===== src/rtl/i2c_bt_pkg.sv =====
package i2c_bt_pkg;

   typedef enum logic [1:0] {
      OP_START = 2'd0,
      OP_STOP  = 2'd1,
      OP_WRITE = 2'd2,
      OP_READ  = 2'd3
   } bt_op_e;

   typedef enum logic [3:0] {
      PH_IDLE    = 4'd0,
      PH_BIT_LO  = 4'd1,
      PH_BIT_HI  = 4'd2,
      PH_ST_PREP = 4'd3,
      PH_ST_SU   = 4'd4,
      PH_ST_HOLD = 4'd5,
      PH_SP_PREP = 4'd6,
      PH_SP_SU   = 4'd7,
      PH_SP_BUF  = 4'd8
   } bt_phase_e;

endpackage


===== src/rtl/i2c_bt_sync.sv =====
module i2c_bt_sync #(
   parameter int STAGES = 0
) (
   input  logic clk,
   input  logic rst_n,
   input  logic d,
   output logic q
);
   generate
      if (STAGES == 0) begin : g_thru
         logic sync_unused;
         assign sync_unused = clk ^ rst_n;
         assign q = d;
      end else begin : g_chain
         logic [STAGES-1:0] sr;
         always_ff @(posedge clk or negedge rst_n) begin
            if (!rst_n) sr <= '1;
            else        sr <= (sr << 1) | STAGES'(d);
         end
         assign q = sr[STAGES-1];
      end
   endgenerate
endmodule


===== src/rtl/i2c_bt_cfg.sv =====
module i2c_bt_cfg #(
   parameter int CW = 16
) (
   input  logic          clk,
   input  logic          rst_n,
   input  logic          load,
   input  logic [CW-1:0] period_i,
   input  logic [CW-1:0] low_i,
   input  logic [CW-1:0] rs_i,
   input  logic [CW-1:0] dat_i,
   output logic [CW-1:0] lo_o,
   output logic [CW-1:0] hi_o,
   output logic [CW-1:0] su_o,
   output logic [CW-1:0] dpos_o,
   output logic [CW-1:0] half_o
);
   localparam logic [CW-1:0] ONE = CW'(1);

   logic [CW-1:0] lo_c, hi_c, su_c, dpos_c;

   always_comb begin
      lo_c   = (low_i == '0) ? ONE : low_i;
      hi_c   = (period_i > lo_c) ? (period_i - lo_c) : ONE;
      su_c   = (rs_i == '0) ? ONE : rs_i;
      dpos_c = (dat_i < lo_c) ? (lo_c - dat_i) : '0;
   end

   always_ff @(posedge clk or negedge rst_n) begin
      if (!rst_n) begin
         lo_o   <= ONE;
         hi_o   <= ONE;
         su_o   <= ONE;
         dpos_o <= '0;
         half_o <= '0;
      end else if (load) begin
         lo_o   <= lo_c;
         hi_o   <= hi_c;
         su_o   <= su_c;
         dpos_o <= dpos_c;
         half_o <= hi_c >> 1;
      end
   end
endmodule


===== src/rtl/i2c_bt_phase_ctr.sv =====
module i2c_bt_phase_ctr #(
   parameter int CW = 16
) (
   input  logic          clk,
   input  logic          rst_n,
   input  logic          clr,
   input  logic          adv,
   input  logic [CW-1:0] tgt,
   output logic [CW-1:0] cnt,
   output logic          last
);
   assign last = adv && (cnt == (tgt - CW'(1)));

   always_ff @(posedge clk or negedge rst_n) begin
      if (!rst_n)   cnt <= '0;
      else if (clr) cnt <= '0;
      else if (adv) cnt <= cnt + CW'(1);
   end
endmodule


===== src/rtl/i2c_bit_timer.sv =====
module i2c_bit_timer
   import i2c_bt_pkg::*;
#(
   parameter int CW          = 16,
   parameter int SYNC_STAGES = 0
) (
   input  logic          clk,
   input  logic          rst_n,
   input  logic [CW-1:0] cfg_period,
   input  logic [CW-1:0] cfg_low,
   input  logic [CW-1:0] cfg_rs_setup,
   input  logic [CW-1:0] cfg_dat_setup,
   input  logic          run_en,
   input  logic          scl_release,
   input  logic          req_valid,
   input  logic [1:0]    req_op,
   input  logic          req_bit,
   output logic          req_ready,
   output logic          done,
   output logic          rd_bit,
   output logic          scl_oe,
   output logic          sda_oe,
   input  logic          scl_in,
   input  logic          sda_in
);
   localparam int NLINES = 2;

   generate
      if (CW < 4 || CW > 32) begin : g_bad_cw
         $error("i2c_bit_timer: CW must lie in 4..32");
      end
      if (SYNC_STAGES < 0 || SYNC_STAGES > 3) begin : g_bad_sync
         $error("i2c_bit_timer: SYNC_STAGES must lie in 0..3");
      end
   endgenerate

   // line read-back, one conditioning stage per bus line
   logic [NLINES-1:0] line_raw, line_s;
   logic              scl_s, sda_s;
   assign line_raw = {sda_in, scl_in};

   generate
      for (genvar gi = 0; gi < NLINES; gi++) begin : g_line
         i2c_bt_sync #(.STAGES(SYNC_STAGES)) u_sync (
            .clk   (clk),
            .rst_n (rst_n),
            .d     (line_raw[gi]),
            .q     (line_s[gi])
         );
      end
   endgenerate

   assign scl_s = line_s[0];
   assign sda_s = line_s[1];

   // captured timing
   logic [CW-1:0] lo_len, hi_len, su_len, dpos, half_hi;
   logic          accept;

   i2c_bt_cfg #(.CW(CW)) u_cfg (
      .clk      (clk),
      .rst_n    (rst_n),
      .load     (accept),
      .period_i (cfg_period),
      .low_i    (cfg_low),
      .rs_i     (cfg_rs_setup),
      .dat_i    (cfg_dat_setup),
      .lo_o     (lo_len),
      .hi_o     (hi_len),
      .su_o     (su_len),
      .dpos_o   (dpos),
      .half_o   (half_hi)
   );

   // phase sequencing
   bt_phase_e     ph, ph_start;
   logic [CW-1:0] cnt, tgt;
   logic          adv, last, clr;
   logic          scl_hold, sda_drv, new_sda, done_q, rd_q;
   logic          high_phase;

   always_comb begin
      req_ready = run_en && (ph == PH_IDLE);
      accept    = req_valid && req_ready;
   end

   always_comb begin
      unique case (ph)
         PH_BIT_LO, PH_ST_PREP, PH_SP_PREP: tgt = lo_len;
         PH_BIT_HI, PH_SP_BUF:              tgt = hi_len;
         PH_ST_SU, PH_ST_HOLD, PH_SP_SU:    tgt = su_len;
         default:                           tgt = CW'(1);
      endcase
   end

   always_comb begin
      unique case (ph)
         PH_BIT_HI, PH_ST_SU, PH_ST_HOLD, PH_SP_SU, PH_SP_BUF: high_phase = 1'b1;
         default:                                             high_phase = 1'b0;
      endcase
      if (ph == PH_IDLE) adv = 1'b0;
      else if (high_phase) adv = scl_s;
      else adv = 1'b1;
      clr = !run_en || accept || last;
   end

   always_comb begin
      unique case (bt_op_e'(req_op))
         OP_START: ph_start = scl_hold ? PH_ST_PREP : PH_ST_SU;
         OP_STOP:  ph_start = PH_SP_PREP;
         default:  ph_start = PH_BIT_LO;
      endcase
   end

   i2c_bt_phase_ctr #(.CW(CW)) u_ctr (
      .clk   (clk),
      .rst_n (rst_n),
      .clr   (clr),
      .adv   (adv),
      .tgt   (tgt),
      .cnt   (cnt),
      .last  (last)
   );

   always_ff @(posedge clk or negedge rst_n) begin
      if (!rst_n) begin
         ph       <= PH_IDLE;
         scl_hold <= 1'b0;
         sda_drv  <= 1'b0;
         new_sda  <= 1'b0;
         done_q   <= 1'b0;
      end else if (!run_en) begin
         ph       <= PH_IDLE;
         scl_hold <= 1'b0;
         sda_drv  <= 1'b0;
         done_q   <= 1'b0;
      end else begin
         done_q <= 1'b0;
         if (ph == PH_IDLE) begin
            if (accept) begin
               ph      <= ph_start;
               new_sda <= (bt_op_e'(req_op) == OP_WRITE) ? !req_bit : 1'b0;
            end else if (scl_release) begin
               scl_hold <= 1'b0;
            end
         end else if (last) begin
            unique case (ph)
               PH_BIT_LO: begin
                  ph      <= PH_BIT_HI;
                  sda_drv <= new_sda;
               end
               PH_BIT_HI: begin
                  ph       <= PH_IDLE;
                  scl_hold <= 1'b1;
                  done_q   <= 1'b1;
               end
               PH_ST_PREP: ph <= PH_ST_SU;
               PH_ST_SU:   ph <= PH_ST_HOLD;
               PH_ST_HOLD: begin
                  ph       <= PH_IDLE;
                  scl_hold <= 1'b1;
                  sda_drv  <= 1'b1;
                  done_q   <= 1'b1;
               end
               PH_SP_PREP: ph <= PH_SP_SU;
               PH_SP_SU:   ph <= PH_SP_BUF;
               PH_SP_BUF: begin
                  ph       <= PH_IDLE;
                  scl_hold <= 1'b0;
                  sda_drv  <= 1'b0;
                  done_q   <= 1'b1;
               end
               default: ph <= PH_IDLE;
            endcase
         end
      end
   end

   // read sampling at the centre of the counted high phase
   always_ff @(posedge clk or negedge rst_n) begin
      if (!rst_n) rd_q <= 1'b0;
      else if (run_en && (ph == PH_BIT_HI) && adv && (cnt == half_hi)) rd_q <= sda_s;
   end

   always_comb begin
      unique case (ph)
         PH_IDLE:    begin scl_oe = scl_hold; sda_oe = sda_drv; end
         PH_BIT_LO:  begin scl_oe = 1'b1; sda_oe = (cnt >= dpos) ? new_sda : sda_drv; end
         PH_BIT_HI:  begin scl_oe = 1'b0; sda_oe = sda_drv; end
         PH_ST_PREP: begin scl_oe = 1'b1; sda_oe = 1'b0; end
         PH_ST_SU:   begin scl_oe = 1'b0; sda_oe = 1'b0; end
         PH_ST_HOLD: begin scl_oe = 1'b0; sda_oe = 1'b1; end
         PH_SP_PREP: begin scl_oe = 1'b1; sda_oe = 1'b1; end
         PH_SP_SU:   begin scl_oe = 1'b0; sda_oe = 1'b1; end
         PH_SP_BUF:  begin scl_oe = 1'b0; sda_oe = 1'b0; end
         default:    begin scl_oe = 1'b0; sda_oe = 1'b0; end
      endcase
   end

   assign done   = done_q;
   assign rd_bit = rd_q;

endmodule


===== config.mk =====
export PLATFORM = sky130hd
export DESIGN_NAME = i2c_bit_timer
export DESIGN_NICKNAME = d
export VERILOG_FILES = /design/src/rtl/i2c_bt_pkg.sv /design/src/rtl/i2c_bt_sync.sv /design/src/rtl/i2c_bt_cfg.sv /design/src/rtl/i2c_bt_phase_ctr.sv /design/src/rtl/i2c_bit_timer.sv
export SDC_FILE = /design/constraint.sdc
export NUM_CORES = 1
export LEC_CHECK = 0
export ABC_AREA = 1
export CAP_MARGIN = 5
export CORE_MARGIN = 4
export CORE_UTILIZATION = 50
export CTS_CLUSTER_DIAMETER = 80
export DETAILED_ROUTE_END_ITERATION = 10
export GPL_TIMING_DRIVEN = 0
export PLACE_DENSITY = 0.71
export SLEW_MARGIN = 10
export SYNTH_ARGS = -nofsm -noshare
export SYNTH_HDL_FRONTEND = slang
export SYNTH_HIERARCHICAL = 1
export SYNTH_SLANG_ARGS = --single-unit

===== constraint.sdc =====
create_clock -name clk -period 4.2 [get_ports clk]
set_clock_uncertainty 0.15 [all_clocks]
set_input_delay 0.42 -clock clk [delete_from_list [all_inputs] [get_ports clk]]
set_output_delay 0.42 -clock clk [all_outputs]
set_load 0.02 [all_outputs]

[Yosys cells after proc, flatten, opt, wreduce, memory -nomap -nowiden]
Cells that the tools add are included.
Storage, ports and cells
  register bits after elaboration: 104
  input port bits: 74
  output and inout bits: 5
  logic and storage cells: 101
Operators by class
  add/sub/neg operators: 4
  $lt $le $gt $ge: 3
  equality and inequality tests: 20
  multiplexer cells: 35
  reduce and logical (&&, ||, !) cells: 27
Operators by type and width (number)
  $mux 16: 6
  $pmux 16 s3: 1
  $logic_not 16->1: 2
  $sub 16x16->16: 2
  $pmux 4 s5: 1
  $mux 1: 17
  $add 16x1->16 const B: 1
  $eq 16x15->1: 1
  $eq 16x16->1: 1
  $eq 4x3->1 const B: 4
  $ge 16x16->1: 1
  $gt 16x16->1: 1
  $lt 16x16->1: 1
  $mux 4: 4
  $sub 16x1->16 const B: 1
  $reduce_or 3->1: 4
  $ne 3x3->1 const B: 3
  $eq 4x2->1 const B: 2
  $logic_and 1x1->1: 6
  $pmux 1 s3: 2
  $pmux 3 s2: 1
  $reduce_and 3->1: 2
  $reduce_or 2->1: 3
  $reduce_or 5->1: 1
  other kinds (18): 21

[Logic depth before layout (Yosys ltp)]
  depth in word-level cells: 9
  depth in mapped cells: 29
  gate-level depth less buffers: 29

[Cells and area by module]
Netlist, hierarchy kept.
Modules (own cells, without submodules)
  i2c_bt_cfg: times used 1, cells each 739, area an instance 4897.2 um^2, sequential area each 1605.3 um^2
  i2c_bt_phase_ctr: times used 1, cells each 261, area an instance 1559.0 um^2, sequential area each 400.4 um^2
  i2c_bit_timer: times used 1, cells each 255, area an instance 1557.7 um^2, sequential area each 225.2 um^2
  i2c_bt_sync: times used 2, cells each 1, area an instance 7.5 um^2, sequential area each 0.0 um^2

[Worst setup path before layout]
No wires, ideal clock.
  kind: register -> register
  from: register ph[3]
  to: register u_ctr.cnt[10]
  library setup time: 126 ps
  arrival: 3325 ps
  required time: 3924 ps
  path slack: 599 ps
  cell stages (with the launch flop): 26
  buffers on the path: 0
  clock period less this slack: 3601 ps
  cell sequence: dfrtp_1 > nor2_2 > inv_1 > nor3_2 > a21oi_2 > nand2_2 > nand2_1 > nand3_1 > inv_1 > ha_1 > a21oi_1 > nand3_1 > nor2_1 > nand3_1 > nor2_1 > nand3_1 > nor2_1 > nor2_1 > o21ai_0 > nor2_4 > nor3_4 > nand2_2 > nor2_2 > nand2_2 > o21ai_1 > a21boi_2
On the way
  longest elaborated chain between the ends: 8
  elaborated cells between the ends (all ways): 26
  those cells by class: add/sub (1); eq/ne (9); mux (5); reduce/logical (11)
Ends and longest elaborated chain
  from (decl): line i2c_bit_timer.sv:76  | bt_phase_e ph, ph_start;
  from (signal assigned): line i2c_bit_timer.sv:141  | ph <= ph_start;
  $eq 4x3->1 (tied with other cells): line i2c_bit_timer.sv:88  | unique case (ph)
  $reduce_or 3->1 (tied with other cells): line i2c_bit_timer.sv:88
  $pmux 16 s3 *: line i2c_bit_timer.sv:88
  via tgt[0]: line i2c_bit_timer.sv:77  | logic [CW-1:0] cnt, tgt;
  $sub 16x1->16 *: line i2c_bt_phase_ctr.sv:12  | assign last = adv && (cnt == (tgt - CW'(1)));
  $eq 16x16->1 *: line i2c_bt_phase_ctr.sv:12
  $logic_and 1x1->1 *: line i2c_bt_phase_ctr.sv:12
  via last: line i2c_bit_timer.sv:78  | logic adv, last, clr;
  $logic_or 1x1->1 *: line i2c_bit_timer.sv:104  | clr = !run_en || accept || last;
  via clr: line i2c_bit_timer.sv:78
  $mux 16 or $reduce_bool 2->1 (tied branches)
  to (signal assigned): line i2c_bt_phase_ctr.sv:17  | else if (adv) cnt <= cnt + CW'(1);
  to (decl): line i2c_bt_phase_ctr.sv:9  | output logic [CW-1:0] cnt,
The timed path passes the listed nets; every way through them passes the cells marked *.
A chain may end at the register's enable or synchronous reset.

[Worst setup path in the final report]
  from: register ph[1]
  to: register u_ctr.cnt[15]
The elaborated chain is that of the path after synthesis.

==> results.yml <==
global_route:
  met1_usage_pct: 32.70
  grt_pass1_vias: 7096
  antenna_found_initial: 0
  grt_start_max_net_pins: 47
  grt_pass1_wl_mm: 34.96
  grt_remaining_overflow: 0
  track_usage_pct: 23.93
  busiest_layer: "met2"
  met2_usage_pct: 39.77
  use_met3_pct: 3.502
min_path:
  whs_path_depth: 3
  hold_path.class: "primary input to flop"
power:
  power_leakage_uw: 0.005092
  ir_drop_uv: 266.6
  p_per_area_nw_per_um2: 532.0
sta:
  tightest_slew_ns: 0.5957
  slew_violations: 0
  setup_viol: 0
  fin_tns_setup_ns: 0
  period_minus_slack_ns: 3.860
  fmax_ghz: 0.2591
  fin_hold_ws_ns: 0.1513
  fin_crit_sh_pct: 91.91
  relSlewSlack_pct: 60.29
  rsz0062_at_grt: "false"
  finalHoldViolCount: 0
outcome:
  status: "finished clean"
worst_setup_path:
  cpLargestDelayFamily: "simple AND/OR/NAND/NOR gates"
  worst_setup_path_start_kind: "flop"
  crit_top_cell: "nand2_1"
  critPathMaxStageDelay_ns: 0.44
  cp.depth: 26
  worstPathMaxFanout: 9
  end_kind: "flop"
  path_buf_inv: 3
  reg2reg_depth: 26
  crit_type: "flop to flop"
  cp_data_arrival_time_ns: 3.99
  cp.required_ns: 4.33
  slowest_stage: "dfrtp_2"
clock_tree:
  clkTransAtPathRegs_ns: 0.07
  cts.sink_count: 89
  h-tree-depth: 3
  numCtsBuffers: 9
  cts_tree: "yes"
  clkLatencyLatePin_ns: 0.35
  cts_buffer_depth: 2
  cts.root.buffer_cell: "clkbuf_16"
drt:
  first_pass_iters: 6
  wl_per_cell_microns: 13.85
  drcViolationCount: 0
  viasPerCell: 5.003
  drt_iter0_markers: 537
  final_antenna_net_count: 0
  wl_mm: 21.75
  vias: 7854
synthesis:
  synth_nets: 1387
  synth_edf_count: 0
  yosys-top-cells-area: "dfrtp_1 27%, nand2_1 21%, inv_1 9.5%"
  async_reset_ff_share_pct: 100.0
  synthCells: 1257
  synth_flop_cell: "dfrtp_1"
  ys_seq_area_share_pct: 27.79
  synthesis.area_sq_um: 8029
  ys_warn_count: 6
  synth.top_cell.area_share_pct: 26.80
  yosysTopAreaCell: "dfrtp_1"
  synth_cell_types: 47
  ys_seq_elements: 89
  avgSynthCellArea_sq_um: 6.387
die:
  num_rows: 46
  die-width_microns: 134.7
  boundaryPins: 79
  start_util_pct: 50.73
  core_sq_um: 15830
  die_h_microns: 134.7
  die-area_sq_um: 18150
place:
  place_congestion: 0.9392
  placement.io_buffers: 76
  place_inst: 1550
  dp_hpwl_mm: 17.77
  postPlaceCellArea_sq_um: 9085
cells_and_area:
  instances_no_fill: 1570
  nFillCells: 1525
  fin_nets: 1479
  layout-drive-gt1-share_pct: 9.380
  num_antenna_cells: 0
  final_area_sq_um: 9502
  synthToLayoutAreaGrowth_pct: 18.34
run:
  cap_violations: 0
==> state kept, by name, indices dropped and copies added, names as in the netlist, 4 cells and up <==
signal,cells
u_cfg/dpos_o,16
u_cfg/su_o,16
ph,4
u_ctr/cnt,16
u_cfg/lo_o,16
u_cfg/hi_o,16
==> cell type report <==
| type | instances | area (sq um) | area share [%] |
|---|---|---|---|
| timing repair buffer | 81 | 818.3 | 8.612 |
| clock buffer | 9 | 225.2 | 2.370 |
| buffer | 53 | 297.8 | 3.134 |
| inverter | 213 | 802.0 | 8.441 |
| sequential | 89 | 2235 | 23.52 |
| clock inverter | 7 | 81.33 | 0.8559 |
| multi-input combinational | 902 | 4772 | 50.22 |
| tap | 216 | 270.3 | 2.844 |
==> cells in the final DEF (no fill, tap or decap), types with 5 or more instances in the layout <==
cell,count
buf_4,24
nand3_1,60
or2_2,6
and2_1,6
a21oi_1,37
inv_2,8
ha_1,54
clkdlybuf4s50_1,75
nor4_1,8
dfrtp_1,83
inv_1,202
nor3_1,11
a22oi_1,16
nor2_1,75
clkbuf_16,9
o21ai_2,12
xnor2_1,28
o21ai_0,47
nand4_1,22
nor2_2,12
o21ai_1,10
nand3_2,5
xor2_1,7
nand2_2,8
nand2_1,446
buf_2,7
nor2_4,6
clkbuf_1,23
==> timing repair <==
item	4_1_cts	5_1_grt
buffers inserted	0	3
endpoints found under the hold margin	42	0
cloned	0	0
resized for setup	5	16
hold buffers	1	0
pin swaps	0	4
setup endpoints to repair	7	15
==> where the power goes <==
| part | total, uW | internal, uW | switching (uW) |
|---|---|---|---|
| combinational | 2800 | 1080 | 1720 |
| clock | 814 | 425 | 389 |
| sequential | 1440 | 1170 | 268 |
| total | 5050 | 2680 | 2370 |
==> per-layer routing <==
layer	share of wire, %	vias to the layer above
met5	0	-
met2	46	192
met4	1.9	0
li1	-	4089
met1	47	3543
met3	5.2	30
==> synthesized netlist by cell type (2+ instances only) <==
cell / count
buf_6: 2
xnor2_1: 28
nand3_2: 3
nand4_1: 22
nor4_1: 8
and2_1: 6
clkbuf_1: 23
a31oi_1: 2
o21ai_2: 11
nand3b_1: 3
o21ai_1: 11
o21ai_0: 48
buf_4: 20
a21oi_1: 37
buf_2: 7
nand2_2: 8
ha_1: 54
nor2_4: 2
inv_1: 203
nand2_1: 447
dfstp_2: 3
nor3_1: 11
inv_2: 7
nor2_1: 78
nand3_1: 62
a22oi_1: 16
nor2_2: 13
fa_1: 2
dfrtp_1: 86
nand2_4: 2
xor2_1: 7
nor3_2: 4
clkinv_1: 2
or2_2: 6
==> stage by stage <==
step	total power (uW)	utilization, %	worst slack, ns
after floorplan	3423	-	0.5994
after global placement	4068	57.24	-0.7297
after detailed placement	4120	57.40	-0.2306
after CTS	4978	59.50	0.002894
after global routing	5533	60.03	0.006712
final	5055	60.03	0.3399
==> path summary, 6_finish.rpt <==
| path | from | endpoint | slack [ns] |
|---|---|---|---|
| worst max-delay path | ph[1] | u_ctr/cnt[15] | 0.34 |
| worst min-delay path | sda_in | rd_bit | 0.15 |
| min in group asynchronous | rst_n | u_ctr/cnt[4] | 0.48 |
| worst min register to register | rd_bit | rd_bit | 0.33 |
| worst max register to register | ph[1] | u_ctr/cnt[15] | 0.34 |
| max in group asynchronous | rst_n | u_cfg/hi_o[0] | 2.73 |
==> worst min-delay path: stages <==
cell,delay [ns]
buf_4,0.08
nand3_1,0.06
nand2_1,0.06
==> kinds of logic after synthesis <==
| family | synth area share, % |
|---|---|
| fa+ha+maj | 8.914 |
| simple gates | 36.00 |
| buf+inv | 13.70 |
| xor+xnor | 3.818 |
| flops | 27.79 |
| compound gates | 9.740 |
| other cells | 0.04671 |
Note: power is estimated with default switching activity, not from simulation.
